## src/rtl/thermo_pkg.sv

```systemverilog
package thermo_pkg;

  typedef enum logic [2:0] {
    PH_CMD, PH_WR_HI, PH_WR_LO, PH_READ, PH_RECALL, PH_IDLE
  } phase_t;

  typedef enum logic [1:0] {
    JOB_NONE, JOB_CONV, JOB_COPY, JOB_RCL
  } job_t;

  localparam logic [7:0] OP_CONVERT = 8'h44;
  localparam logic [7:0] OP_WRITE   = 8'h4E;
  localparam logic [7:0] OP_READ    = 8'hBE;
  localparam logic [7:0] OP_COPY    = 8'h48;
  localparam logic [7:0] OP_RECALL  = 8'hB8;

  // one byte through the reflected x^8+x^5+x^4+1 register, LSB first
  function automatic logic [7:0] crc8_byte(input logic [7:0] crc_in, input logic [7:0] data);
    logic [7:0] c;
    logic       fb;
    c = crc_in;
    for (int i = 0; i < 8; i++) begin
      fb = c[0] ^ data[i];
      c  = {1'b0, c[7:1]};
      if (fb) c = c ^ 8'h8C;
    end
    return c;
  endfunction

  // whole-degree part (bits 8:1) against signed limits
  function automatic logic alarm_check(input logic [15:0] t, input logic [7:0] hi, input logic [7:0] lo);
    logic signed [7:0] deg;
    deg = t[8:1];
    return (deg > $signed(hi)) || (deg < $signed(lo));
  endfunction

endpackage

```

## src/rtl/tp_timer.sv

```systemverilog
module tp_timer #(
  parameter int W = 8
) (
  input  logic         clk,
  input  logic         rst_n,
  input  logic         start,
  input  logic [W-1:0] len,
  output logic         busy,
  output logic         done
);
  logic [W-1:0] cnt;

  always_ff @(posedge clk or negedge rst_n) begin
    if (!rst_n)             cnt <= '0;
    else if (start)         cnt <= len;
    else if (cnt != '0)     cnt <= cnt - 1'b1;
  end

  assign busy = (cnt != '0);
  assign done = (cnt == W'(1));
endmodule

```

## src/rtl/tp_padread.sv

```systemverilog
module tp_padread #(
  parameter logic [7:0] PER_DEG = 8'h10
) (
  input  logic [15:0] temp,
  input  logic [7:0]  th,
  input  logic [7:0]  tl,
  input  logic [7:0]  remain,
  input  logic [3:0]  idx,
  output logic [7:0]  pad_byte
);
  localparam int DATA_BYTES = 8;

  logic [7:0] bytes [DATA_BYTES];
  logic [7:0] crc;

  assign bytes[0] = temp[7:0];
  assign bytes[1] = temp[15:8];
  assign bytes[2] = th;
  assign bytes[3] = tl;
  assign bytes[6] = remain;
  assign bytes[7] = PER_DEG;

  genvar g;
  generate
    for (g = 4; g < 6; g++) begin : g_rsvd
      assign bytes[g] = 8'hFF;
    end
  endgenerate

  always_comb begin
    crc = 8'h00;
    for (int i = 0; i < DATA_BYTES; i++) crc = thermo_pkg::crc8_byte(crc, bytes[i]);
  end

  always_comb begin
    if (idx < 4'(DATA_BYTES))       pad_byte = bytes[idx[2:0]];
    else if (idx == 4'(DATA_BYTES)) pad_byte = crc;
    else                            pad_byte = 8'hFF;
  end
endmodule

```

## src/rtl/thermo_pad.sv

```systemverilog
module thermo_pad
  import thermo_pkg::*;
#(
  parameter int         CONV_CYCLES = 750000,
  parameter int         COPY_CYCLES = 10000,
  parameter int         RCL_CYCLES  = 16,
  parameter logic [7:0] NV_HI_INIT  = 8'h4B,
  parameter logic [7:0] NV_LO_INIT  = 8'h46
) (
  input  logic        clk,
  input  logic        rst_n,
  input  logic        link_reset,
  input  logic        addressed,
  input  logic        rx_valid,
  input  logic [7:0]  rx_data,
  input  logic        tx_req,
  output logic        tx_valid,
  output logic [7:0]  tx_data,
  input  logic [15:0] sense_temp,
  input  logic [7:0]  sense_remain,
  output logic        alarm_flag
);
  localparam int LONG_A  = (CONV_CYCLES > COPY_CYCLES) ? CONV_CYCLES : COPY_CYCLES;
  localparam int LONGEST = (LONG_A > RCL_CYCLES) ? LONG_A : RCL_CYCLES;
  localparam int TW      = $clog2(LONGEST + 1);
  localparam logic [3:0] IDX_END = 4'd9;

  phase_t      phase, next_phase;
  job_t        job, start_job;
  logic [15:0] temp;
  logic [7:0]  remain, th, tl, nv_hi, nv_lo, hold, pad_byte, out_byte;
  logic [3:0]  rd_idx;
  logic [TW-1:0] start_len;
  logic        t_busy, t_done, start;

  // named internal events
  logic cmd_take, wr_commit, conv_done, copy_done, rcl_done, in_cmd;

  assign in_cmd    = (phase == PH_CMD);
  assign cmd_take  = rx_valid && !link_reset && in_cmd && addressed;
  assign wr_commit = rx_valid && !link_reset && (phase == PH_WR_LO);
  assign conv_done = t_done && (job == JOB_CONV);
  assign copy_done = t_done && (job == JOB_COPY);
  assign rcl_done  = t_done && (job == JOB_RCL);
  assign start     = cmd_take && !t_busy && (start_job != JOB_NONE);

  always_comb begin
    start_job  = JOB_NONE;
    start_len  = '0;
    next_phase = PH_IDLE;
    if (!t_busy) begin
      unique case (rx_data)
        OP_CONVERT: begin start_job = JOB_CONV; start_len = TW'(CONV_CYCLES); end
        OP_COPY:    begin start_job = JOB_COPY; start_len = TW'(COPY_CYCLES); end
        OP_RECALL:  begin start_job = JOB_RCL;  start_len = TW'(RCL_CYCLES);  next_phase = PH_RECALL; end
        OP_WRITE:   next_phase = PH_WR_HI;
        OP_READ:    next_phase = PH_READ;
        default:    next_phase = PH_IDLE;
      endcase
    end
  end

  always_comb begin
    unique case (phase)
      PH_READ:   out_byte = pad_byte;
      PH_RECALL: out_byte = t_busy ? 8'h00 : 8'hFF;
      default:   out_byte = 8'hFF;
    endcase
  end

  tp_timer #(.W(TW)) u_timer (
    .clk(clk), .rst_n(rst_n), .start(start), .len(start_len),
    .busy(t_busy), .done(t_done)
  );

  tp_padread u_pad (
    .temp(temp), .th(th), .tl(tl), .remain(remain), .idx(rd_idx), .pad_byte(pad_byte)
  );

  always_ff @(posedge clk or negedge rst_n) begin
    if (!rst_n) begin
      phase      <= PH_CMD;
      job        <= JOB_NONE;
      temp       <= 16'h00AA;
      remain     <= 8'h0C;
      th         <= NV_HI_INIT;
      tl         <= NV_LO_INIT;
      nv_hi      <= NV_HI_INIT;
      nv_lo      <= NV_LO_INIT;
      hold       <= 8'h00;
      rd_idx     <= 4'd0;
      alarm_flag <= 1'b0;
      tx_valid   <= 1'b0;
      tx_data    <= 8'hFF;
    end else begin
      tx_valid <= 1'b0;
      if (conv_done) begin
        temp       <= sense_temp;
        remain     <= sense_remain;
        alarm_flag <= alarm_check(sense_temp, th, tl);
      end
      if (copy_done) begin
        nv_hi <= th;
        nv_lo <= tl;
      end
      if (rcl_done) begin
        th <= nv_hi;
        tl <= nv_lo;
      end
      if (wr_commit) begin
        th <= hold;
        tl <= rx_data;
      end
      if (start) job <= start_job;
      if (link_reset) begin
        phase <= PH_CMD;
      end else if (rx_valid) begin
        case (phase)
          PH_CMD:   if (addressed) begin phase <= next_phase; rd_idx <= 4'd0; end
          PH_WR_HI: begin hold <= rx_data; phase <= PH_WR_LO; end
          PH_WR_LO: phase <= PH_IDLE;
          default:  ;
        endcase
      end else if (tx_req) begin
        tx_valid <= 1'b1;
        tx_data  <= out_byte;
        if (phase == PH_READ && rd_idx != IDX_END) rd_idx <= rd_idx + 4'd1;
      end
    end
  end
endmodule

```

## config.mk

```make
export PLATFORM = sky130hd
export DESIGN_NAME = thermo_pad
export DESIGN_NICKNAME = d
export VERILOG_FILES = /design/src/rtl/thermo_pkg.sv /design/src/rtl/tp_timer.sv /design/src/rtl/tp_padread.sv /design/src/rtl/thermo_pad.sv
export SDC_FILE = /design/constraint.sdc
export NUM_CORES = 1
export LEC_CHECK = 0
export ABC_CLOCK_PERIOD_IN_PS = 4300
export BUFFER_PORTS_ARGS = -buffer_cell sky130_fd_sc_hd__clkbuf_2
export CORE_MARGIN = 2
export CORE_UTILIZATION = 61
export DETAILED_ROUTE_END_ITERATION = 16
export MAX_ROUTING_LAYER = met4
export PLACE_DENSITY_LB_ADDON = 0.3
export SYNTH_ARGS = -nofsm -noshare
export SYNTH_HDL_FRONTEND = slang
export SYNTH_SLANG_ARGS = --single-unit
```

## constraint.sdc

```tcl
create_clock -name clk -period 4.3 [get_ports clk]
set_input_delay 0.645 -clock clk [delete_from_list [all_inputs] [get_ports clk]]
set_output_delay 0.645 -clock clk [all_outputs]
set_load 0.01 [all_outputs]
```

==> flow_summary.yaml <==
cells_and_area:
  finish.net_count: 708
  antenna_cells: 0
  drive_above_1_share_pct: 24.12
  syn_to_final_growth_pct: 7.863
sta:
  finClkSkew_ns: 0.01563
  relSlewSlack_pct: 27.34
  fin_ws_ns: 0.6547
  grt_setup_unrepaired: "false"
  finalSetupTns_ns: 0
  fmax_ghz: 0.2743
  fin_crit_ns: 3.645
  finalMaxSlewViolations: 0
  max_slew.worst_pin.slew_ns: 1.082
  finalHoldViolations: 0
  setup_viol: 0
  period_share_pct: 84.77
critical_path:
  cp-start-kind: "register"
  crit_required_ns: 4.63
  cp.arrival_ns: 3.98
  critPathKind: "register to register"
  critPathCaptureType: "register"
  cp_max_fo: 6
detailed_routing:
  ant_nets: 0
  drc_errors: 0
  routed_wl_um: 15170
  viasPerCell: 5.935
  routedWlPerCell_um: 19.08
  dr.pass1.iters: 5
  vias: 4718
  drtIter0Drc: 291
global_routing:
  grt_pass1_wl_um: 24630
  antenna_found_initial: 0
  grt_use_total_pct: 28.70
  grt_max_degree: 81
  grt_pass1_vias: 4753
  grt.overflow.total: 0
yosys:
  async_flop_share_pct: 100.0
  synth_edf_count: 0
  synth_nets: 669
  syn_inst: 611
  synth_cell_types: 51
  yosysTopAreaCell: "dfrtp_1"
  yosys_warnings: 0
  syn_area_um2: 6651
  yosysMostFrequentCell: "dfrtp_1"
  ys.flop_type: "dfrtp_1"
  ys_ff_latch: 103
  synthTopCellsByArea: "dfrtp_1 28%, dfstp_2 11%, xnor2_1 8.7%"
  synth_top_area_share_pct: 28.22
  avgSynthCellArea_um2: 10.89
  synth_common_cells: "75 x dfrtp_1, 66 x xnor2_1, 53 x nor2_1, 45 x a21oi_1, 43 x nand2_1"
  synth-seq-area-share_pct: 39.28
floorplanning:
  floorplan.die.width_um: 108.4
  die_y_um: 108.4
  die_area_um2: 11750
  core_area_um2: 10750
  initial_utilization_pct: 61.90
  rows: 38
  boundaryPins: 48
clock_network:
  post_cts_buffers: 0
  cts_root_buffer: "clkbuf_8"
  numCtsBuffers: 9
  clock_latency_ns: 0.39
  cts.htree.levels: 3
  tritoncts: "done"
  clk_pin_slew_ns: 0.11
  ctsHoldBuffers: 0
  cts.sinks: 103
  cts_resized: 0
  clockBufferDepth: 2
placement:
  gp_congestion: 0.9651
  numPortBuffers: 47
  dpl_worst_slack_ns: 0.6834
  dp_hpwl_um: 11350
worst_hold_path:
  worstHoldPathType: "input pin to asynchronous set/reset pin"
status:
  outcome: "finished, final reports clean"
power_and_ir_drop:
  p_per_area_nw_per_um2: 1032
  ir_worst_vdd_uv: 1414
  p_leak_nw: 3.283
flow_run:
  maxCapViolCount: 0
-- kinds of logic after synthesis --
group | Yosys count | share of synthesized area [%]
compound gates | 108 | 9.161
xor+xnor | 123 | 23.65
fa+ha+maj | 20 | 3.762
buf+inv | 48 | 2.859
flops | 103 | 39.28
mux | 59 | 10.91
simple gates | 150 | 10.38
-- per-stage QoR --
step | hold slack, ns | util [%] | instances | power [mW] | area (um2)
detailed placement | 0.4725 | 65.22 | 779 | 6.748 | 7008
finish | 0.4286 | 66.77 | 795 | 7.402 | 7174
global route | 0.4708 | 66.77 | 795 | 7.841 | 7174
global placement | 0.4641 | 65.22 | 779 | 6.689 | 7008
floorplan | 0.3494 | - | 611 | 6.014 | 6651
CTS | 0.4427 | 66.77 | 795 | 7.350 | 7174
-- power breakdown --
part / switching (mW) / leakage, nW / internal [mW]
registers: 0.177 / 1.24 / 1.12
clock network: 0.341 / 0.0732 / 0.213
logic: 2.47 / 1.97 / 3.08
-- metal layers --
layer	vias to the layer above	routed length (um)	track usage, %
met5	-	0	-
met4	0	314	8.883
met2	146	7639	46.21
met1	2341	6282	36.50
li1	2211	-	-
met3	20	935	6.269
-- sequential cells by signal (all words and copies together) (netlist names), 8 cells and up --
name,cells
temp,16
u_timer.cnt,20
th,8
tl,8
nv_lo,8
nv_hi,8
hold,8
remain,8
tx_data,8
-- layout by cell type (no fill, tap or decap), drive strengths merged, types with 3 or more instances in the layout --
master	instances
xnor3	27
ha	20
nand3	7
a31oi	4
xnor2	73
dfstp	28
mux2	35
mux2i	17
o21a	4
mux4	7
nand2	43
a221oi	5
dfrtp	75
xor2	21
o22ai	3
nor4	10
nor2b	8
a21oi	45
buf	7
a21o	4
nor2	53
nand2b	3
o21ai	37
nor3	10
clkbuf	58
clkinvlp	3
inv	22
nand4	4
-- layout make-up --
class / instances / area, um2
clock inverters: 4 / 31.28
flip-flops and latches: 103 / 2613
inverters: 23 / 86.33
clock buffers: 12 / 135.1
repair buffers: 53 / 282.8
fillers: 836 / 3571
multi-input cells: 460 / 3851
well taps: 140 / 175.2
-- worst max-delay path, stage by stage (launching register included) --
cell	delay, ns
dfstp_2	0.62
xor3_2	0.50
xnor3_2	0.44
xor2_4	0.23
xnor3_2	0.42
xnor3_2	0.43
xnor2_2	0.24
xnor3_2	0.41
xnor2_1	0.15
a21oi_1	0.15
-- final timing paths --
check | to | slack, ns | from | depth (start not counted)
setup / recovery | tx_data[7] | 0.65 | temp[3] | 9
hold / removal | u_timer.cnt[7] | 0.43 | rst_n | 1
setup reg to reg | tx_data[7] | 0.65 | temp[3] | 9
hold reg to reg | nv_lo[7] | 0.49 | nv_lo[7] | 2
max in group asynchronous | th[3] | 2.93 | rst_n | 2
min in group clk | remain[4] | 0.49 | sense_remain[4] | 2
No activity file was read; power rests on OpenSTA's default activity.
